--- src/rtl/oc_pkg.sv ---
package oc_pkg;

   typedef enum logic [2:0] {
      OC_OFF       = 3'b000,
      OC_SET_HI    = 3'b001,
      OC_SET_LO    = 3'b010,
      OC_TOGGLE    = 3'b011,
      OC_PULSE_ONE = 3'b100,
      OC_PULSE_RPT = 3'b101
   } oc_mode_e;

   // Off code and the two unused codes all park the channel.
   function automatic logic oc_active(input logic [2:0] m);
      return (m != OC_OFF) && (m <= OC_PULSE_RPT);
   endfunction

endpackage

--- src/rtl/oc_match.sv ---
module oc_match #(
   parameter int CNT_W = 16
) (
   input  logic             clk_i,
   input  logic             rst_ni,
   input  logic [CNT_W-1:0] cnt_i,
   input  logic [CNT_W-1:0] cmp_i,
   output logic             hit_o
);

   logic eq;
   logic eq_q;

   assign eq    = (cnt_i == cmp_i);
   assign hit_o = eq & ~eq_q;

   always_ff @(posedge clk_i) begin
      if (!rst_ni) eq_q <= 1'b0;
      else         eq_q <= eq;
   end

   // a frozen counter and compare value never produce a fresh hit
   a_r9_one_hit_per_value: assert property (@(posedge clk_i) disable iff (!rst_ni)
      ($stable(cnt_i) && $stable(cmp_i)) |-> !hit_o);

endmodule

--- src/rtl/oc_wave.sv ---
module oc_wave
   import oc_pkg::*;
(
   input  logic       clk_i,
   input  logic       rst_ni,
   input  logic [2:0] mode_i,
   input  logic       hit_pri_i,
   input  logic       hit_sec_i,
   output logic       pin_o,
   output logic       evt_o
);

   logic [2:0] mode_q;
   logic       pin_q, pin_d;
   logic       done_q, done_d;
   logic       mode_chg;

   assign mode_chg = (mode_i != mode_q);

   always_comb begin
      pin_d  = pin_q;
      done_d = done_q;
      evt_o  = 1'b0;
      if (mode_chg || !oc_active(mode_i)) begin
         pin_d  = (mode_i == OC_SET_LO);
         done_d = 1'b0;
      end else begin
         unique case (mode_i)
            OC_SET_HI: if (hit_pri_i && !pin_q) begin
               pin_d = 1'b1;
               evt_o = 1'b1;
            end
            OC_SET_LO: if (hit_pri_i && pin_q) begin
               pin_d = 1'b0;
               evt_o = 1'b1;
            end
            OC_TOGGLE: if (hit_pri_i) begin
               pin_d = ~pin_q;
               evt_o = 1'b1;
            end
            default: begin
               if (!pin_q) begin
                  if (hit_pri_i && !done_q) pin_d = 1'b1;
               end else if (hit_sec_i) begin
                  pin_d  = 1'b0;
                  evt_o  = 1'b1;
                  done_d = (mode_i == OC_PULSE_ONE);
               end
            end
         endcase
      end
   end

   always_ff @(posedge clk_i) begin
      if (!rst_ni) begin
         mode_q <= OC_OFF;
         pin_q  <= 1'b0;
         done_q <= 1'b0;
      end else begin
         mode_q <= mode_i;
         pin_q  <= pin_d;
         done_q <= done_d;
      end
   end

   assign pin_o = pin_q;

   // a primary hit in a settled toggle mode always inverts the pin
   a_r5_toggle_flips: assert property (@(posedge clk_i) disable iff (!rst_ni)
      (mode_i == OC_TOGGLE && mode_q == OC_TOGGLE && hit_pri_i) |=> (pin_q != $past(pin_q)));

   // a finished single pulse keeps the pin low while the mode holds
   a_r6_one_shot_low: assert property (@(posedge clk_i) disable iff (!rst_ni)
      (mode_i == OC_PULSE_ONE && mode_q == OC_PULSE_ONE && done_q) |=> !pin_q);

endmodule

--- src/rtl/oc_irq.sv ---
module oc_irq #(
   parameter int LAG = 2
) (
   input  logic clk_i,
   input  logic rst_ni,
   input  logic evt_i,
   input  logic flush_i,
   input  logic clr_i,
   output logic flag_o
);

   logic last;
   logic flag_q;

   if (LAG > 8) begin : g_bad_lag
      $error("oc_irq: LAG must not exceed 8");
   end

   if (LAG == 0) begin : g_direct
      assign last = evt_i & ~flush_i;
   end else begin : g_chain
      logic [LAG-1:0] pipe_q;
      always_ff @(posedge clk_i) begin
         if (!rst_ni || flush_i) begin
            pipe_q <= '0;
         end else begin
            pipe_q[0] <= evt_i;
            for (int i = 1; i < LAG; i++) pipe_q[i] <= pipe_q[i-1];
         end
      end
      assign last = pipe_q[LAG-1];
   end

   always_ff @(posedge clk_i) begin
      if (!rst_ni) flag_q <= 1'b0;
      else         flag_q <= (flag_q & ~clr_i) | last;
   end

   assign flag_o = flag_q;

   // without a clear the flag never drops
   a_r10_flag_sticky: assert property (@(posedge clk_i) disable iff (!rst_ni)
      (flag_q && !clr_i) |=> flag_q);

   // the end of the delay chain always lands in the flag
   a_r8_chain_sets_flag: assert property (@(posedge clk_i) disable iff (!rst_ni)
      last |=> flag_q);

endmodule

--- src/rtl/oc_channel.sv ---
module oc_channel
   import oc_pkg::*;
#(
   parameter int CNT_W   = 16,
   parameter int IRQ_LAG = 2
) (
   input  logic             clk_i,
   input  logic             rst_ni,
   input  logic [CNT_W-1:0] tmr_a_i,
   input  logic [CNT_W-1:0] tmr_b_i,
   input  logic             tmr_sel_i,
   input  logic [2:0]       mode_i,
   input  logic [CNT_W-1:0] cmp_pri_i,
   input  logic [CNT_W-1:0] cmp_sec_i,
   input  logic             flag_clr_i,
   output logic             oc_pin_o,
   output logic             flag_o
);

   if (CNT_W < 2 || CNT_W > 64) begin : g_bad_width
      $error("oc_channel: CNT_W must lie in 2..64");
   end

   logic [CNT_W-1:0] tbase;
   logic             hit_pri, hit_sec, evt, flush;

   assign tbase = tmr_sel_i ? tmr_b_i : tmr_a_i;
   assign flush = !oc_active(mode_i);

   oc_match #(.CNT_W(CNT_W)) u_pri (
      .clk_i(clk_i), .rst_ni(rst_ni), .cnt_i(tbase), .cmp_i(cmp_pri_i), .hit_o(hit_pri)
   );

   oc_match #(.CNT_W(CNT_W)) u_sec (
      .clk_i(clk_i), .rst_ni(rst_ni), .cnt_i(tbase), .cmp_i(cmp_sec_i), .hit_o(hit_sec)
   );

   oc_wave u_wave (
      .clk_i(clk_i), .rst_ni(rst_ni), .mode_i(mode_i),
      .hit_pri_i(hit_pri), .hit_sec_i(hit_sec), .pin_o(oc_pin_o), .evt_o(evt)
   );

   oc_irq #(.LAG(IRQ_LAG)) u_irq (
      .clk_i(clk_i), .rst_ni(rst_ni), .evt_i(evt), .flush_i(flush),
      .clr_i(flag_clr_i), .flag_o(flag_o)
   );

   // a parked channel has a low pin one cycle later
   a_r11_off_pin_low: assert property (@(posedge clk_i) disable iff (!rst_ni)
      !oc_active(mode_i) |=> !oc_pin_o);

   // once high in a settled set-high mode, the pin stays high
   a_r3_high_holds: assert property (@(posedge clk_i) disable iff (!rst_ni)
      (mode_i == OC_SET_HI && $stable(mode_i) && oc_pin_o) |=> oc_pin_o);

endmodule

--- config.mk ---
export PLATFORM = sky130hd
export DESIGN_NAME = oc_channel
export DESIGN_NICKNAME = d
export VERILOG_FILES = /design/src/rtl/oc_pkg.sv /design/src/rtl/oc_match.sv /design/src/rtl/oc_wave.sv /design/src/rtl/oc_irq.sv /design/src/rtl/oc_channel.sv
export SDC_FILE = /design/constraint.sdc
export NUM_CORES = 1
export LEC_CHECK = 0
export BUFFER_PORTS_ARGS = -buffer_cell sky130_fd_sc_hd__buf_2
export CAP_MARGIN = 20
export CORE_MARGIN = 4
export CORE_UTILIZATION = 47
export CTS_BUF_LIST = sky130_fd_sc_hd__clkbuf_4 sky130_fd_sc_hd__clkbuf_8
export CTS_CLUSTER_DIAMETER = 40
export CTS_CLUSTER_SIZE = 30
export DETAILED_ROUTE_END_ITERATION = 7
export GPL_ROUTABILITY_DRIVEN = 0
export PLACE_DENSITY = 0.89
export REMOVE_ABC_BUFFERS = 1
export SETUP_SLACK_MARGIN = 0.05
export SYNTH_ARGS = -nofsm -noshare
export SYNTH_HDL_FRONTEND = slang
export SYNTH_HIERARCHICAL = 1
export SYNTH_SLANG_ARGS = --single-unit
--- constraint.sdc ---
create_clock -name clk_i -period 4.4 [get_ports clk_i]
set_input_delay 1.32 -clock clk_i [delete_from_list [all_inputs] [get_ports clk_i]]
set_output_delay 1.32 -clock clk_i [all_outputs]
set_load 0.03 [all_outputs]
==> results of run 1 <==
[worst paths after layout]
kind,endpoint,slack (ns),startpoint
min,u_irq/flag_o,0.44,u_irq/g_chain.pipe_q[1]
min reg2reg,u_irq/flag_o,0.44,u_irq/g_chain.pipe_q[1]
max reg2reg,u_irq/g_chain.pipe_q[0],2.97,u_wave/mode_q[2]
max,u_irq/g_chain.pipe_q[0],0.99,tmr_sel_i
[metal layers]
metal	share of wire [%]	wire (µm)	up-vias	GRT usage [%]
met5	0	0	-	0
met4	1.0	30	0	6.780
met3	10	294	4	5.517
met2	50	1479	58	31.55
met1	39	1140	489	20.58
li1	-	-	554	-
[layout make-up]
cell class              count  share of cell area (%)
repair buffers             72                   24.45
flip-flops and latches     10                   13.58
multi-input cells          99                   57.30
clock buffers               3                   1.528
inverters                   3                  0.7640
well taps                  28                   2.377
[sequential cells by signal, summed over array words and instances, names as in the netlist]
| name | flops |
|---|---|
| u_irq/flag_o | 1 |
| u_wave/pin_o | 1 |
| u_wave/mode_q | 3 |
| u_sec/eq_q | 1 |
| u_wave/done_q | 1 |
| u_pri/eq_q | 1 |
| u_irq/g_chain.pipe_q | 2 |
[layout by cell type, fill, tap and decap left out, types with 2 or more instances in the layout]
master	instances
and2_1	2
and3b_1	2
buf_2	72
clkbuf_4	3
dfxtp_1	10
inv_1	3
mux2_2	7
mux2_4	10
nand2_1	4
nand4_1	2
nor2_1	5
nor3_1	2
nor4_1	8
nor4bb_1	2
o21ai_0	3
xor2_1	32
[power by group through the flow]
stage | Combinational (mW) | Clock [mW] | Sequential (mW)
after floorplan | 0.0579 | 0 | 0.0968
after global placement | 0.103 | 0 | 0.0962
after detailed placement | 0.107 | 0 | 0.0963
after CTS | 0.108 | 0.0633 | 0.0943
after global routing | 0.118 | 0.0659 | 0.0945
final | 0.107 | 0.0609 | 0.0943
[kinds of logic after synthesis]
group	Yosys count	synth area share (%)
and+or+nand+nor	38	23.01
AOI/OAI and AO/OA	11	6.721
DFF	10	18.22
buffers and inverters	6	4.897
xor gates and xnor gates	33	26.31
muxes	17	20.84
[per-stage QoR]
step           setup slack (ns)  utilization, %  total power, mW
2_1_floorplan             1.442               -           0.1546
6_report                 0.9886           66.63           0.2626
5_1_grt                  0.8509           66.63           0.2783
3_3_place_gp             0.8667           65.61           0.1988
3_5_place_dp             0.7351           65.61           0.2036
4_1_cts                   1.018           66.63           0.2652
==> summary by stage, run 1 <==
Critical path
For this run, the slowest stage of the critical path takes 0.42 ns. The data required time of the critical path is 4.60 ns. STA classifies the critical path startpoint as an input port. Traced cell by cell, the critical path runs through buf_2 -> mux2_2 -> xor2_1 -> nor4_1 -> nand4_1 -> nor2_1 -> nand2_1 -> o21bai_1 -> a22oi_1 -> and3b_1.

Along the worst path, the maximum fanout reaches 16. The category of the most critical setup path is in2reg. The critical path's top delay family is simple AND/OR/NAND/NOR gates. Counting both buffers and inverters, the worst setup path holds a total of 1. The number of cells on the worst reg-to-reg path is 4. Data arrives at the worst endpoint at 3.61 ns. The worst setup path is captured at a flop. In this run the number of cells on the critical path is 10. The master of the slowest instance on the critical path is mux2_2.

Pwr
The part of the power in the clock network is 23.2%. The leakage power figure is 0.7559 nW. The worst voltage drop across the vdd grid is 0.09853 mV. The power per cell area is 178.2 nW/µm². The relative contribution of combinational cells to total power is 40.9%. Net switching is 29.85% of the power. The register share of total power is 35.9%.

The internal portion of total power is 0.1842 mW. The net switching power is 0.07841 mW.

Global routing
The maximum number of pins on one net before global-route repair is 17. Global routing finished with a remaining overflow of 0. The global-route wire length before repair is 4.719 mm. The number of global-route vias before repair was 1,176. In the global route stage, overall resource usage came out at 18.11%. The number of antenna violations at the first check in global routing was 0.

Floorplanning
The floorplan step set the die width to 56.35 µm. Once the floorplan was initialized, standard cells occupied 49.66% of the core. The floorplan step defined a core boundary enclosing 2212 µm². 73 I/O pins were placed. The count of standard-cell rows is 17.

The floorplan step set the die height to 56.35 µm. The total die area is 3175 µm².

Routing
The residual DRC count is 0. The detailed router finished its first iteration with 17 violations. After detailed routing, the average wire length per cell comes to 13.70 µm.

The first detailed-routing pass ran for 5 iterations. The count of antenna-violating nets left after detailed routing is 0. In the routed layout, each cell is associated on average with a via count of 5.140. The routed design has 2.945 mm of wire. For this block, the via count after detailed routing is 1,105.

Synth
By count the netlist is led by xor2_1 (32), dfxtp_1 (10), mux2_4 (10). Yosys instantiated no cell more often than xor2_1. In this run the biggest area consumer among cell types represents 25.51% of the synthesized area. The portion of the post-synthesis area used by sequential elements is 18.22%. By area the synthesized netlist is led by xor2_1 (26%), dfxtp_1 (18%), mux2_4 (14%), mux2_2 (7.2%), nor4_1 (4.6%). After synthesis, the share of flip-flops with an asynchronous set or reset is 0%.

The combined area of all synthesized cells is 1099 µm². The leading area contributor after synthesis is xor2_1. In this run, synthesis inferred 0 flip-flops with an integrated enable. In this run, synthesis produced a sequential element count of 10. The netlist uses 36 different library cells.

The instance count of the mapped netlist is 115. Yosys printed 6 warnings. A synthesized cell averages 9.553 µm². The most used flip-flop cell after synthesis is dfxtp_1.

Finish
After the last flow step, the layout net total stands at 260. The area added between synthesis and finish is 34.17%. Fill cells in the final layout number 197. The number of standard cells in the layout, taps in and fillers out is 215. After routing the design area is 1474 µm². The area used by multi-input combinational logic is 844.6 µm².

The count of antenna diodes in the layout is 0. Of the cells placed in the final design, the portion with a size suffix greater than 1 is 51.87%. The sequential cells in the finished layout cover a total of 200.2 µm².

Min path
Along the worst hold path, the cell count comes to 1. In this run the worst hold path is classified as reg2reg.

Clock tree
Gates resized during post-CTS repair numbered 0. After clock tree synthesis, the clock-pin slew on the worst setup and hold paths is 0.06 ns. The number of hold buffers added after CTS was 0. The number of clock buffers inserted by TritonCTS is 3. The H-tree depth is 1. The number of setup buffers added after CTS is 0.

The longest clock path from root to sink contains 2 buffers. The number of sinks on the clock net is 10. The TritonCTS clock tree is done. Clock latency on the worst-skew pair, taken at its later pin, is 0.26 ns. The master cell of the clock root buffer is clkbuf_4.

Timing
The largest clock skew in the final design is 0.01071 ns. The worst hold slack is 0.4435 ns. For the pin with the worst max-slew slack, the measured transition is 0.4470 ns. The count of final hold-check violations is 0.

Counting I/O delays and the setup requirement, the final critical path takes 3.411 ns. Setup repair after global routing left no endpoint under its margin. Setup violations remaining at the end of the flow were counted as 0. The post-route fraction of the period consumed by the critical path is 77.53%.

The worst max-slew margin expressed relative to the limit is 70.20%. The total negative slack is 0 ns. The maximum operating frequency is 293.1 MHz. The final count of pins violating max slew is 0.

Flow run
Max-cap violations in this run came to 0.

Place
During placement, the flow inserted port buffers numbering 72. Including well taps, the total number of placed cells is 212. After detailed placement, the total cell area comes to 1451 µm². The wire-length estimate of the detail-placed layout is 2.556 mm.

Outcome
The run finished with clean final reports.
No activity file was read; power rests on OpenSTA's default activity.
==> run 2: changes to the inputs <==
Settings changed: CORE_UTILIZATION 47 to 43, PLACE_DENSITY 0.89 to 0.82.
Clock period 4.4 ns to 3.5 ns, I/O delays scaled along.
==> run 2 against run 1 <==
  * Final cell count up 1.9%
  * Critical path type unchanged
  * Critical endpoint is now u_wave/done_q
  * Power is 37% higher
  * Non-clock buffer count grew 1
  * Count of clock-buffer cells in the layout rose by 1
  * Clock power increased by 72%
  * Sequential share of layout area is 0.22 points lower
  * Via count grew 4.9%
  * Sequential cell count is the same
==> summary by stage, run 2 (synthesis results as in run 1) <==
Place
The detailed-placement wirelength estimate came to 2.704 mm (was 2.556 mm). The count of input and output buffers is 72 (unchanged). The placed cell area was 1461 µm² (was 1451 µm²).

Finish
The fraction of final layout cells sized beyond drive strength 1 is 52.38% (was 51.87%). The area added between synthesis and finish is 36.33% (was 34.17%). Commonest cells after routing, fill and taps aside: buf_2 (72), xor2_1 (32), mux2_4 (10), dfxtp_1 (10), nor4_1 (8) (unchanged). The net count of the finished layout was 261 (was 260).

The share of the core filled with cells is 61.01% (was 66.63%). The cell area after layout is 1498 µm² (was 1474 µm²). The flip-flop count of the largest register, all copies and words added was 3 (unchanged). Top Registers: u_wave/mode_q: 3 flops, u_irq/g_chain.pipe_q: 2 flops (unchanged). The count of antenna diodes in the layout came to 0 (unchanged). The leading cell type in the layout, fill and taps excluded is buf_2 (unchanged). The most flop-heavy register is u_wave/mode_q (unchanged).

Timing
The total negative slack came to 0 ns (unchanged). The actual transition at the worst max-transition pin is 0.3508 ns (was 0.4470 ns). The count of final hold-check violations is 0 (unchanged). The worst max-slew margin expressed relative to the limit is 76.40% (was 70.20%). The largest clock skew in the final design is 0.003143 ns (was 0.01071 ns).

The final count of pins violating max slew was 0 (unchanged). The clock period could shrink to 3.141 ns. Based on the critical path, the design can be clocked at up to 318.3 MHz. The final setup violation count is 0 (unchanged). After layout, the worst path uses 89.75% of the clock period. Setup repair after global routing missed its margin: false (unchanged).

Pwr
The switching power share of the total came to 28.99% (was 29.85%). The worst voltage drop across the vdd grid is 0.2106 mV (was 0.09853 mV). The relative contribution of combinational cells to total power is 38.0% (was 40.9%). The net switching power is 0.1045 mW (was 0.07841 mW). The internal portion of total power was 0.2559 mW (was 0.1842 mW). The part of the power in the clock network was 29.1% (was 23.2%). The power per cell area came to 240.6 nW/µm² (was 178.2 nW/µm²). The register share of total power came to 32.8% (was 35.9%). The leakage power figure is 0.7679 nW (was 0.7559 nW).

Clock tree
The post-CTS setup buffer count was 0 (unchanged). The number of buffers on the longest clock path is 2 (unchanged). The later-pin clock latency in the skew report is 0.27 ns (was 0.26 ns). The clock transition at the registers of the reported paths came to 0.07 ns (was 0.06 ns). The TritonCTS clock tree was done (unchanged). The master cell of the clock root buffer is clkbuf_4 (unchanged). The H-tree depth is 1 (unchanged). The number of sinks on the clock net is 10 (unchanged). The cts-stage hold buffer count is 0 (unchanged). The number of clock buffers inserted by TritonCTS is 3 (unchanged).

The number of instances resized during post-cts repair is 0 (unchanged).

Flow run
The reported max-cap violation count is 0 (unchanged).

Global routing
The number of global-route vias before repair is 1,249 (was 1,176). The aggregate global routing overflow came to 0 (unchanged). The number of antenna violations at the first check in global routing is 0 (unchanged). The global-route wire length before repair is 5.181 mm (was 4.719 mm). The total track usage came to 19.16% (was 18.11%). The maximum number of pins on one net before global-route repair came to 13 (was 17).

Critical path
The endpoint kind of the worst setup timing path is a flop (unchanged). The kind of start point of the critical path is an input port (unchanged). The critical path data arrival time is 3.31 ns (was 3.61 ns). The data required time of the critical path came to 3.66 ns (was 4.60 ns). The largest fanout of any net on the critical path is 11 (was 16). The category of the most critical setup path was in2reg (unchanged).

Routing
The count of antenna-violating nets left after detailed routing is 0 (unchanged). The residual DRC count came to 0 (unchanged). The total detailed-routing wirelength was 3.096 mm (was 2.945 mm).

The vias per cell came to 5.292 (was 5.140). The routed via count is 1,159 (was 1,105). The first-pass detailed-route iteration total was 5 (unchanged). The average routed wire per standard cell is 14.14 µm (was 13.70 µm).

The number of DRC violations after detailed-routing iteration 0 came to 29 (was 17).

Outcome
Run status: completed (unchanged).

Floorplanning
The total die area was 3428 µm² (was 3175 µm²). The x dimension of the die came to 58.55 µm (was 56.35 µm). The count of standard-cell rows is 18 (was 17). The I/O pin count was 73 (unchanged).

The initial standard-cell utilization of the core is 44.75% (was 49.66%). The die outline height is 58.55 µm (was 56.35 µm). The core area is 2455 µm² (was 2212 µm²).

Min path
The type of the worst min-delay path is reg2reg (unchanged).
run 2: metrics by stage:
stage / std cells / hold slack [ns] / power (mW) / setup WS [ns]
floorplan: 112 / 0.4177 / 0.1944 / 0.8118
global placement: 215 / 0.4233 / 0.2518 / 0.2860
detailed placement: 215 / 0.4333 / 0.2575 / 0.1281
CTS: 219 / 0.4442 / 0.3644 / 0.4176
global route: 219 / 0.4638 / 0.3867 / 0.2754
finish: 219 / 0.4388 / 0.3604 / 0.3586
run 2: critical path, cell delays in order:
cell and delay [ns]:
buf_2 0.16, buf_4 0.25, mux2_4 0.34, xor2_1 0.15
nor4_1 0.37, nand4_1 0.16, nor2_1 0.19, nand2_1 0.11
o21bai_1 0.21, o2bb2ai_1 0.14, and3_1 0.18
run 2: cell type report:
type	instances	area, µm²
fill	223	957.2
timing repair buffer	73	367.9
inverter	3	11.26
tap	30	37.54
clock buffer	4	36.28
multi-input combinational	99	844.6
sequential	10	200.2
run 2: path summary, 6_finish.rpt:
| kind | startpoint | to | slack (ns) | depth (start not counted) |
|---|---|---|---|---|
| worst max-delay path | tmr_sel_i | u_wave/done_q | 0.36 | 11 |
| worst min-delay path | u_irq/g_chain.pipe_q[1] | u_irq/flag_o | 0.44 | 1 |
| worst max register to register | u_wave/mode_q[2] | u_irq/g_chain.pipe_q[0] | 2.07 | 4 |
| worst min register to register | u_irq/g_chain.pipe_q[1] | u_irq/flag_o | 0.44 | 1 |
run 2: layer usage:
layer	routed length (µm)	GRT usage, %	up-vias
met5	0	0	-
met2	1571	33.97	75
met3	381	9.430	14
met1	1061	19.10	512
li1	-	-	558
met4	81	7.285	0
run 2: power by group through the flow:
stage               combinational (mW)  sequential [mW]  clock, mW
global route                     0.150            0.119      0.118
CTS                              0.137            0.118      0.109
global placement                 0.131            0.121          0
floorplan                       0.0728            0.122          0
finish                           0.137            0.118      0.105
detailed placement               0.136            0.121          0
==> run 3: changes to the inputs <==
Settings changed: CORE_MARGIN 4 to 2.
==> run 3 against run 2 <==
  * Design area grew 0.50%
  * Hold slack gained 0.010 ns
  * Combinational power is essentially flat
  * Clock power is essentially flat
  * Sequential share of layout area shrank 0.067 points
  * Fmax grew 2.0%
  * Count of clock-buffer cells in the layout is the same
  * First-iteration DRC count shrank 31%
  * Register-to-register slack is essentially flat
  * Power grew 0.18%
  * Setup slack gained 0.063 ns
  * Via count shrank 3.0%
  * Critical endpoint unchanged
  * Largest cell class unchanged
==> summary by stage, run 3 (synthesis results as in run 1) <==
Clock tree
The number of instances resized during post-cts repair is 0 (unchanged). The TritonCTS clock tree was done (unchanged). The post-CTS setup buffer count is 0 (unchanged). The H-tree depth came to 1 (unchanged).

The number of sinks on the clock net came to 10 (unchanged). The master cell of the clock root buffer is clkbuf_4 (unchanged). The later-pin clock latency in the skew report is 0.27 ns (about the same). The cts-stage hold buffer count came to 0 (unchanged). The number of clock buffers inserted by TritonCTS is 3 (unchanged).

The clock transition at the registers of the reported paths came to 0.07 ns (about the same). The number of buffers on the longest clock path is 2 (unchanged).

Global routing
The global-route wire length before repair was 4.498 mm (was 5.181 mm). The aggregate global routing overflow is 0 (unchanged). The total track usage is 20.82% (was 19.16%). The number of antenna violations at the first check in global routing came to 0 (unchanged).

The maximum number of pins on one net before global-route repair is 13 (unchanged). The number of global-route vias before repair was 1,137 (was 1,249).

Floorplanning
The die outline height was 54.55 µm (was 58.55 µm). The total die area is 2975 µm² (was 3428 µm²). The core area was 2455 µm² (unchanged).

The I/O pin count is 73 (unchanged). The initial standard-cell utilization of the core is 44.75% (unchanged). The count of standard-cell rows came to 18 (unchanged). The x dimension of the die is 54.55 µm (was 58.55 µm).

Routing
The routed via count came to 1,124 (was 1,159). The total detailed-routing wirelength came to 2.841 mm (was 3.096 mm). The average routed wire per standard cell is 12.91 µm (was 14.14 µm). The residual DRC count was 0 (unchanged). The count of antenna-violating nets left after detailed routing came to 0 (unchanged). The number of DRC violations after detailed-routing iteration 0 is 20 (was 29).

The vias per cell is 5.109 (was 5.292). The first-pass detailed-route iteration total is 4 (was 5).

Critical path
The number of cells on the worst reg-to-reg path is 4 (unchanged). The endpoint kind of the worst setup timing path is a flop (unchanged). The destination of the worst register-to-register timing path was u_wave/pin_o (was u_irq/g_chain.pipe_q[0]). The kind of start point of the critical path is an input port (unchanged). The category of the most critical setup path is in2reg (unchanged). The worst flop-to-flop path startpoint is u_wave/mode_q[2] (unchanged). The largest fanout of any net on the critical path is 12 (was 11). The critical path data arrival time is 3.24 ns (was 3.31 ns). The internal reg-to-reg setup slack is 2.08 ns (was 2.07 ns). The data required time of the critical path came to 3.66 ns (about the same).

Finish
The flip-flop count of the largest register, all copies and words added is 3 (unchanged). The count of antenna diodes in the layout is 0 (unchanged). The area added between synthesis and finish is 37.02% (was 36.33%). The fraction of final layout cells sized beyond drive strength 1 is 52.63% (was 52.38%). The leading cell type in the layout, fill and taps excluded is buf_2 (unchanged).

Commonest cells after routing, fill and taps aside: buf_2 (72), xor2_1 (32), mux2_4 (10), dfxtp_1 (10), nor4_1 (8) (unchanged). The net count of the finished layout is 262 (was 261). Top Registers: u_wave/mode_q: 3 flops, u_irq/g_chain.pipe_q: 2 flops (unchanged). The area used by multi-input combinational logic came to 844.6 µm² (unchanged). The number of inserted filler cells in the final layout is 231 (was 223). The most flop-heavy register is u_wave/mode_q (unchanged). The register area was 200.2 µm² (unchanged).

Timing
The worst max-slew margin expressed relative to the limit is 78.39% (was 76.40%). The largest clock skew in the final design came to 0.002613 ns (was 0.003143 ns). The final setup violation count is 0 (unchanged). The post-route fraction of the period consumed by the critical path came to 87.96% (was 89.75%). The total negative slack is 0 ns (unchanged). The actual transition at the worst max-transition pin is 0.3213 ns (was 0.3508 ns). The time the worst path needs with I/O delays and setup came to 3.078 ns (was 3.141 ns). The maximum operating frequency is 324.8 MHz (was 318.3 MHz). The final count of pins violating max slew is 0 (unchanged). The count of final hold-check violations is 0 (unchanged).

Setup repair after global routing missed its margin: false (unchanged). The slack of the critical path is 0.4216 ns (was 0.3586 ns).

Pwr
The worst voltage drop across the vdd grid is 0.2184 mV (was 0.2106 mV). The leakage power figure is 0.7727 nW (was 0.7679 nW). The power per cell area is 239.9 nW/µm² (was 240.6 nW/µm²).

Min path
The type of the worst min-delay path is reg2reg (unchanged). The hold-critical path depth is 1 (unchanged). The hold path startpoint is u_irq/g_chain.pipe_q[1] (unchanged). The destination of the worst hold path is u_irq/flag_o (unchanged).

Place
The count of input and output buffers was 72 (unchanged). The worst-case setup slack after placement was 0.1771 ns (was 0.1281 ns). The detailed-placement wirelength estimate is 2.454 mm (was 2.704 mm).

Flow run
The reported max-cap violation count came to 0 (unchanged).

Outcome
Run status: completed (unchanged).
## run 3: cell types whose count changed in the layout (fill, tap and decap cells not counted)
cell	previous run	this run
buf_4	1	2
## run 3: worst max-delay path by stage
| stage | from | end | slack (ns) | cells past startpoint |
|---|---|---|---|---|
| 2_1_floorplan | tmr_sel_i | u_wave/done_q | 0.81 | 9 |
| 3_3_place_gp | tmr_sel_i | u_wave/done_q | 0.29 | 11 |
| 3_5_place_dp | tmr_sel_i | u_wave/done_q | 0.18 | 11 |
| 4_1_cts | tmr_sel_i | u_wave/done_q | 0.47 | 11 |
| 5_1_grt | tmr_sel_i | u_wave/done_q | 0.26 | 11 |
| 6_report | tmr_sel_i | u_wave/done_q | 0.42 | 11 |
## run 3: layer usage
| layer | part of all wire, % | vias to the layer above | GRT usage (%) |
|---|---|---|---|
| met2 | 55 | 60 | 39.96 |
| li1 | - | 560 | - |
| met3 | 8.8 | 4 | 8.197 |
| met1 | 35 | 500 | 19.47 |
| met4 | 1.3 | 0 | 7.917 |
| met5 | 0 | - | 0 |
## run 3: final cells by class
| cell class | instances | area share (%) |
|---|---|---|
| Multi-Input combinational cell | 99 | 56.11 |
| Tap cell | 30 | 2.494 |
| Clock buffer | 4 | 2.411 |
| Inverter | 3 | 0.7481 |
| Sequential cell | 10 | 13.30 |
| Timing Repair Buffer | 74 | 24.94 |
## run 3: report_power, final
part	switching, mW	internal [mW]	total (mW)
sequential	0.00247	0.116	0.119
clock	0.0424	0.0632	0.106
combinational	0.0597	0.0772	0.137
## run 3: critical path: stages
cell and delay, ns:
buf_2 0.28, buf_4 0.20, mux2_4 0.31, xor2_1 0.14, nor4_1 0.30, nand4_1 0.15, nor2_1 0.19, nand2_1 0.09
o21bai_1 0.19, o2bb2ai_1 0.14, and3_1 0.17
## run 3: stage by stage
step	area [µm²]	instances	util [%]	power [mW]	hold WS [ns]
detailed placement	1469	216	59.84	0.2579	0.4359
global placement	1469	216	59.84	0.2524	0.4212
global route	1505	220	61.32	0.3823	0.4637
finish	1505	220	61.32	0.3611	0.4493
CTS	1505	220	61.32	0.3655	0.4524
floorplan	1056	112	-	0.1944	0.4177
